--- config.mk ---
export PLATFORM = sky130hd
export DESIGN_NAME = irq_share_agg
export DESIGN_NICKNAME = d
export VERILOG_FILES = /design/src/rtl/irq_share_pkg.sv /design/src/rtl/irq_pin_track.sv /design/src/rtl/irq_line_count.sv /design/src/rtl/irq_share_agg.sv
export SDC_FILE = /design/constraint.sdc
export NUM_CORES = 1
export LEC_CHECK = 0
export BUFFER_PORTS_ARGS = -buffer_cell sky130_fd_sc_hd__buf_2
export CORE_AREA = 2 2 68 70
export DETAILED_ROUTE_END_ITERATION = 6
export DIE_AREA = 0 0 70 72
export PLACE_DENSITY = 0.68
export SLEW_MARGIN = 20
export SYNTH_ARGS = -nofsm -noshare
export SYNTH_HDL_FRONTEND = slang
export SYNTH_HIERARCHICAL = 1
export SYNTH_SLANG_ARGS = --single-unit
--- constraint.sdc ---
create_clock -name clk -period 3.6 [get_ports clk]
set_input_delay 0.72 -clock clk [delete_from_list [all_inputs] [get_ports clk]]
set_output_delay 0.72 -clock clk [all_outputs]
set_load 0.02 [all_outputs]
--- src/rtl/irq_share_pkg.sv ---
package irq_share_pkg;
    localparam int LINES    = 4;
    localparam int PINS_DEV = 4;

    // Line that pin 'pin' of device 'dev' is routed to
    function automatic int route_line(input int dev, input int pin);
        return (dev + pin) % LINES;
    endfunction

    // Pin of device 'dev' that feeds line 'line'
    function automatic int feeding_pin(input int dev, input int line);
        return (line + LINES - (dev % LINES)) % LINES;
    endfunction
endpackage

--- src/rtl/irq_pin_track.sv ---
module irq_pin_track #(
    parameter int PINS = 4
) (
    input  logic            clk,
    input  logic            rst_n,
    input  logic [PINS-1:0] lvl_i,
    output logic [PINS-1:0] rise_o,
    output logic [PINS-1:0] fall_o
);
    typedef struct packed {
        logic [PINS-1:0] lvl;
    } track_t;

    track_t st_d, st_q;

    always_comb begin
        st_d     = st_q;
        st_d.lvl = lvl_i;
        rise_o   = lvl_i & ~st_q.lvl;
        fall_o   = ~lvl_i & st_q.lvl;
    end

    always_ff @(posedge clk or negedge rst_n) begin
        if (!rst_n) st_q <= '0;
        else        st_q <= st_d;
    end
endmodule

--- src/rtl/irq_line_count.sv ---
module irq_line_count #(
    parameter int SRCS  = 4,
    parameter int CNT_W = $clog2(SRCS + 1)
) (
    input  logic            clk,
    input  logic            rst_n,
    input  logic [SRCS-1:0] inc_i,
    input  logic [SRCS-1:0] dec_i,
    output logic            line_o,
    output logic            uflow_o
);
    localparam int SUM_W = CNT_W + 1;

    typedef struct packed {
        logic [CNT_W-1:0] cnt;
    } cnt_t;

    cnt_t             st_d, st_q;
    logic [SUM_W-1:0] ups, dns, total;

    always_comb begin
        st_d    = st_q;
        ups     = '0;
        dns     = '0;
        uflow_o = 1'b0;
        for (int i = 0; i < SRCS; i++) begin
            ups = ups + {{CNT_W{1'b0}}, inc_i[i]};
            dns = dns + {{CNT_W{1'b0}}, dec_i[i]};
        end
        total = {1'b0, st_q.cnt} + ups;
        if (dns > total) begin
            st_d.cnt = '0;
            uflow_o  = 1'b1;
        end else begin
            total    = total - dns;
            st_d.cnt = total[CNT_W-1:0];
        end
    end

    always_ff @(posedge clk or negedge rst_n) begin
        if (!rst_n) st_q <= '0;
        else        st_q <= st_d;
    end

    assign line_o = (st_q.cnt != '0);
endmodule

--- src/rtl/irq_share_agg.sv ---
module irq_share_agg
    import irq_share_pkg::*;
#(
    parameter int NUM_DEV = 4
) (
    input  logic                       clk,
    input  logic                       rst_n,
    input  logic [NUM_DEV*PINS_DEV-1:0] pin_lvl,
    output logic [LINES-1:0]           line_out
);
    localparam int CNT_W = $clog2(NUM_DEV + 1);

    logic [NUM_DEV-1:0][PINS_DEV-1:0] rise_w, fall_w;
    logic [LINES-1:0][NUM_DEV-1:0]    inc_w, dec_w;
    logic [LINES-1:0]                 uflow;

    for (genvar gd = 0; gd < NUM_DEV; gd++) begin : g_dev
        irq_pin_track #(.PINS(PINS_DEV)) u_track (
            .clk    (clk),
            .rst_n  (rst_n),
            .lvl_i  (pin_lvl[gd*PINS_DEV +: PINS_DEV]),
            .rise_o (rise_w[gd]),
            .fall_o (fall_w[gd])
        );
    end

    for (genvar gl = 0; gl < LINES; gl++) begin : g_line
        for (genvar gd = 0; gd < NUM_DEV; gd++) begin : g_src
            localparam int PSEL = feeding_pin(gd, gl);
            assign inc_w[gl][gd] = rise_w[gd][PSEL];
            assign dec_w[gl][gd] = fall_w[gd][PSEL];
        end

        irq_line_count #(.SRCS(NUM_DEV), .CNT_W(CNT_W)) u_cnt (
            .clk     (clk),
            .rst_n   (rst_n),
            .inc_i   (inc_w[gl]),
            .dec_i   (dec_w[gl]),
            .line_o  (line_out[gl]),
            .uflow_o (uflow[gl])
        );
    end
endmodule

==> results of run 1 <==
state kept, by name, indices dropped and copies added, names as in the netlist:
| name | cells |
|---|---|
| g_dev.u_track/st_q | 16 |
| g_line.u_cnt/st_q | 12 |
worst max path at each step:
stage / end / cells after the start / start / slack [ps]
3_5_place_dp: g_line[3].u_cnt/st_q[2] / 11 / pin_lvl[3] / 140
6_report: g_line[3].u_cnt/st_q[2] / 11 / pin_lvl[3] / 440
4_1_cts: g_line[3].u_cnt/st_q[2] / 11 / pin_lvl[3] / 460
5_1_grt: g_line[3].u_cnt/st_q[2] / 11 / pin_lvl[3] / 290
2_1_floorplan: g_line[3].u_cnt/st_q[2] / 10 / pin_lvl[3] / 380
3_3_place_gp: g_line[3].u_cnt/st_q[2] / 11 / pin_lvl[3] / 220
cells in the final DEF, fill, tap and decap left out:
master / n
a211o_2: 1
a211oi_1: 1
a21boi_0: 2
a21o_1: 3
a21oi_1: 9
a21oi_2: 1
a22oi_2: 2
a31oi_1: 3
and2b_2: 32
and3_1: 1
buf_2: 21
clkbuf_8: 3
dfrtp_1: 28
fa_1: 20
ha_1: 28
inv_1: 36
mux2_2: 1
nand2_1: 6
nand2b_1: 2
nand3_1: 4
nand3b_1: 2
nor2_1: 2
nor2b_1: 1
o21ai_1: 2
o221ai_1: 2
or3_1: 4
xnor2_1: 3
xor2_1: 5
cell type report:
class	instances	share of cell area [%]
Multi-Input combinational cell	137	57.34
Sequential cell	28	28.54
Inverter	36	5.505
Timing Repair Buffer	21	4.281
Tap cell	52	2.650
Clock buffer	3	1.682
per-layer routing:
metal | track usage (%) | vias up | routed length, um
met3 | 2.222 | 2 | 97
met1 | 21.30 | 685 | 1709
met2 | 26.77 | 19 | 1673
li1 | - | 694 | -
met5 | 0 | - | 0
met4 | 2.778 | 0 | 18
worst max-delay path, delay by kind of cell:
kind | cells | cell delay (ps)
buffers and inverters | 3 | 230
adders and majority gates | 4 | 1740
and+or+nand+nor | 2 | 390
AOI/OAI and AO/OA | 2 | 260
power by group through the flow:
stage          Combinational, mW  Clock, mW  Sequential (mW)
3_5_place_dp                1.07          0            0.476
3_3_place_gp                1.06          0            0.475
6_report                    1.07      0.165            0.469
5_1_grt                     1.24      0.183            0.481
4_1_cts                     1.08      0.176            0.470
2_1_floorplan              0.846          0            0.458
per-stage QoR:
| step | cell area [um2] | hold slack [ps] | util (%) | cells |
|---|---|---|---|---|
| floorplan | 2243 | 424.4 | - | 201 |
| global placement | 2414 | 613.4 | 56.60 | 274 |
| detailed placement | 2414 | 615.8 | 56.60 | 274 |
| CTS | 2455 | 478.4 | 57.57 | 277 |
| global route | 2455 | 509.6 | 57.57 | 277 |
| finish | 2455 | 463.5 | 57.57 | 277 |
==> results.toml, run 1 <==
[status]
status = "finished, final reports clean"

[timing]
tightest_slew_ps = 642.0
slew_headroom_pct = 57.20
worst_slack_ps = 437.9
final.setup.tns_ps = 0
fmax_ghz = 0.3162
drv_slew = 0
min_period_over_period_pct = 87.84
skew_ps = 6.211
rsz0062_at_grt = "no"
setup_violations = 0
period_needed_ps = 3162
finalHoldViolCount = 0

[grt]
grt-ovfl-total = 0
grt_max_degree = 29
antenna_found_initial = 0
grt_first_pass_wirelength_um = 6292
grt_pass1_vias = 1508
gr-usage-all-layers_pct = 15.48

[power_and_ir_drop]
vdd_ir_drop_max_v = 0.0003167
p_sw_share_pct = 42.82
p_leak_nw = 1.276
seq_power_share_pct = 27.5
power_density_nw_per_um2 = 694.0
total_power_mw = 1.704
p_int_uw = 974.2
p_clk_share_pct = 9.7
combPwrFrac_pct = 62.8
p_switching_uw = 729.6

[yosys]
netlist_area_um2 = 2243
synth_cells = 201
syn_avg_cell_area_um2 = 11.16
ys_warn_count = 6
synth_nets = 267

[clock_tree]
insertion_delay_ps = 270
cts_buffer_depth = 2
clkSlewWorstSetupHoldPaths_ps = 90
cts_tree = "yes"
postCtsSetupRepairBufs = 0
cts_root_buffer = "clkbuf_8"
numClockSinks = 28
ctsResizeCount = 0
hold_buffers = 0
numCtsBuffers = 3
htreeDepth = 1

[routing]
route.vias.total = 1400
wl_per_cell_um = 12.62
wirelength_um = 3497
drt-pass1-iter-count = 4
first_iter_violations = 36
postRouteAntennaNets = 0
post-route-drc-count = 0
avgViaCountPerCell = 5.054

[die]
die_h_um = 72
floorplan.die_area_um2 = 5040
core.rowCount = 24
die_w_um = 70
pin_count = 22
start_util_pct = 52.61
core_area_um2 = 4264

[worst_setup_path]
worstPathRequired_ps = 3770
cpMostUsedCell = "fa_1"
reg2reg_to = "g_line[3].u_cnt/st_q[2]"
max_stage_delay_ps = 560
r2r_cells = 10
critPathSlowestCell = "fa_1"
cp-start-kind = "input port"
path_cells = "buf_2 > and2b_2 > fa_1 > fa_1 > inv_1 > fa_1 > inv_1 > fa_1 > a21oi_1 > o221ai_1 > and3_1"
regToRegSetupSlack_ps = 610
r2r_start = "g_dev[0].u_track/st_q[3]"
end_kind = "flip-flop"
critPathKind = "in2reg"
critPathArrivalTime_ps = 3330
path_max_fanout = 3

[place]
dp_hpwl_um = 2959
place_ws_ps = 144.2
place.port_buffers = 21
gp_congestion = 0.7718

[cells_and_area]
final_layout_size_suffix_gt1_share_pct = 27.11
multi_input_area_um2 = 1408
n_antenna_cell = 0
seqCellArea_um2 = 700.7
area_delta_synth_final_pct = 9.425
n_fill_cell = 378
nets = 293

[run]
cap_viol_max_count = 0

[min_path]
min_path_type = "in2async"
Power figures use the tool's default switching activity.
==> run 2: changes to the inputs <==
==> constraint.sdc (replaced) <==
create_clock -name clk -period 3.6 [get_ports clk]
set_input_delay 0.18 -clock clk [delete_from_list [all_inputs] [get_ports clk]]
set_output_delay 0.18 -clock clk [all_outputs]
set_load 0.02 [all_outputs]
==> run 2 against run 1 <==
  * Largest cell class unchanged
  * Largest power group unchanged
  * Global-route usage is 0.13 points lower
  * Register-to-register slack worse by 20 ps
  * Flip-flop and latch count stayed put
  * Routed wire length is 0.80% lower
  * Sequential power hardly changed
==> results.toml, run 2 (synthesis gave the netlist of run 1 again) <==
[status]
status = "finished, final reports clean"

[timing]
min_period_over_period_pct = 83.68
slew_headroom_pct = 57.55
skew_ps = 6.019
fmax_ghz = 0.3319
final.setup.tns_ps = 0
worst_slack_ps = 587.4
setup_violations = 0
finalHoldViolCount = 0
tightest_slew_ps = 636.8
period_needed_ps = 3013
drv_slew = 0
rsz0062_at_grt = "no"

[routing]
wirelength_um = 3469
wl_per_cell_um = 12.48
first_iter_violations = 24
postRouteAntennaNets = 0
post-route-drc-count = 0
route.vias.total = 1385
drt-pass1-iter-count = 6
avgViaCountPerCell = 4.982

[worst_setup_path]
r2r_start = "g_dev[0].u_track/st_q[3]"
crit_family = "adder cells"
path_max_fanout = 3
critPathSlowestCell = "fa_1"
cpMostUsedCell = "fa_1"
critPathKind = "reg2reg"
cp-start-kind = "flip-flop"
max_stage_delay_ps = 550
end_kind = "flip-flop"
cp_num_buf_inv = 2
worstPathRequired_ps = 3760
path_cells = "and2b_2 > fa_1 > fa_1 > inv_1 > fa_1 > inv_1 > fa_1 > a21oi_1 > o221ai_1 > and3_1"
critPathArrivalTime_ps = 3180
crit_start = "g_dev[0].u_track/st_q[3]"

[cells_and_area]
nets = 294
final_layout_size_suffix_gt1_share_pct = 26.99
largest_register_ffs = 16
largest-register = "g_dev.u_track/st_q"
n_antenna_cell = 0
post-route-util_pct = 57.81
fin_cells = 278
area_delta_synth_final_pct = 9.872
reg.largest.list = "g_dev.u_track/st_q (16), g_line.u_cnt/st_q (12)"
final_common_cell = "inv_1"
mostFrequentLayoutCells = "inv_1 (36), and2b_2 (32), dfrtp_1 (28), ha_1 (28), buf_2 (21)"

[place]
place.port_buffers = 21
place_ws_ps = 613.3
dp_hpwl_um = 2956
dpl.cell_count = 274
gp_congestion = 0.8788

[die]
floorplan.die_area_um2 = 5040
core.rowCount = 24
start_util_pct = 52.61
pin_count = 22
die_w_um = 70
die_h_um = 72
core_area_um2 = 4264

[power_and_ir_drop]
combPwrFrac_pct = 62.6
p_switching_uw = 722.6
vdd_ir_drop_max_v = 0.0002689
p_int_uw = 970.1
p_leak_nw = 1.280
p_sw_share_pct = 42.69
p_clk_share_pct = 9.7
seq_power_share_pct = 27.7
power_density_nw_per_um2 = 686.7

[grt]
antenna_found_initial = 0
grt_first_pass_wirelength_um = 6258
grt_max_degree = 29
grt_pass1_vias = 1452
gr-usage-all-layers_pct = 15.35
grt-ovfl-total = 0

[clock_tree]
cts_tree = "yes"
cts_root_buffer = "clkbuf_8"
clkSlewWorstSetupHoldPaths_ps = 90
ctsResizeCount = 0
insertion_delay_ps = 260
cts_buffer_depth = 2
numClockSinks = 28
postCtsSetupRepairBufs = 0
hold_buffers = 1
numCtsBuffers = 3
htreeDepth = 1

[run]
cap_viol_max_count = 0

[min_path]
hold_start = "pin_lvl[4]"
min_path_type = "in2reg"
-- run 2: cell types whose count changed in the layout (fill, tap and decap cells not counted), sizes merged --
cell / delta
dlygate4sd3: +1
-- run 2: worst paths after layout --
kind,to,slack [ps],cells after the start
max,g_line[3].u_cnt/st_q[2],590,10
min,g_dev[1].u_track/st_q[0],30,1
max reg2reg,g_line[3].u_cnt/st_q[2],590,10
min reg2reg,g_line[0].u_cnt/st_q[0],610,2
max in group asynchronous,g_dev[2].u_track/st_q[2],2720,2
min in group asynchronous,g_dev[0].u_track/st_q[0],470,2
-- run 2: metrics by stage --
stage / hold WS (ps) / area, um2 / power, mW
floorplan: -115.6 / 2243 / 1.304
global placement: 245.0 / 2414 / 1.528
detailed placement: 242.9 / 2414 / 1.538
CTS: 29.89 / 2465 / 1.718
global route: 21.52 / 2465 / 1.894
finish: 31.52 / 2465 / 1.693
-- run 2: cell type report --
class / instances / area, um2
well taps: 52 / 65.06
fillers: 380 / 1799
clock buffers: 3 / 41.29
flip-flops and latches: 28 / 700.7
multi-input cells: 137 / 1408
inverters: 36 / 135.1
repair buffers: 22 / 115.1
-- run 2: power by group through the flow --
stage | clock network (mW) | registers, mW | logic (mW)
3_3_place_gp | 0 | 0.476 | 1.05
4_1_cts | 0.171 | 0.471 | 1.08
5_1_grt | 0.184 | 0.482 | 1.23
2_1_floorplan | 0 | 0.458 | 0.846
3_5_place_dp | 0 | 0.476 | 1.06
6_report | 0.165 | 0.469 | 1.06
-- run 2: per-layer routing --
layer	GRT usage, %	share of wire [%]
met1	20.97	50
met2	26.35	46
met3	2.778	3.6
met4	2.564	0.66
met5	0	0
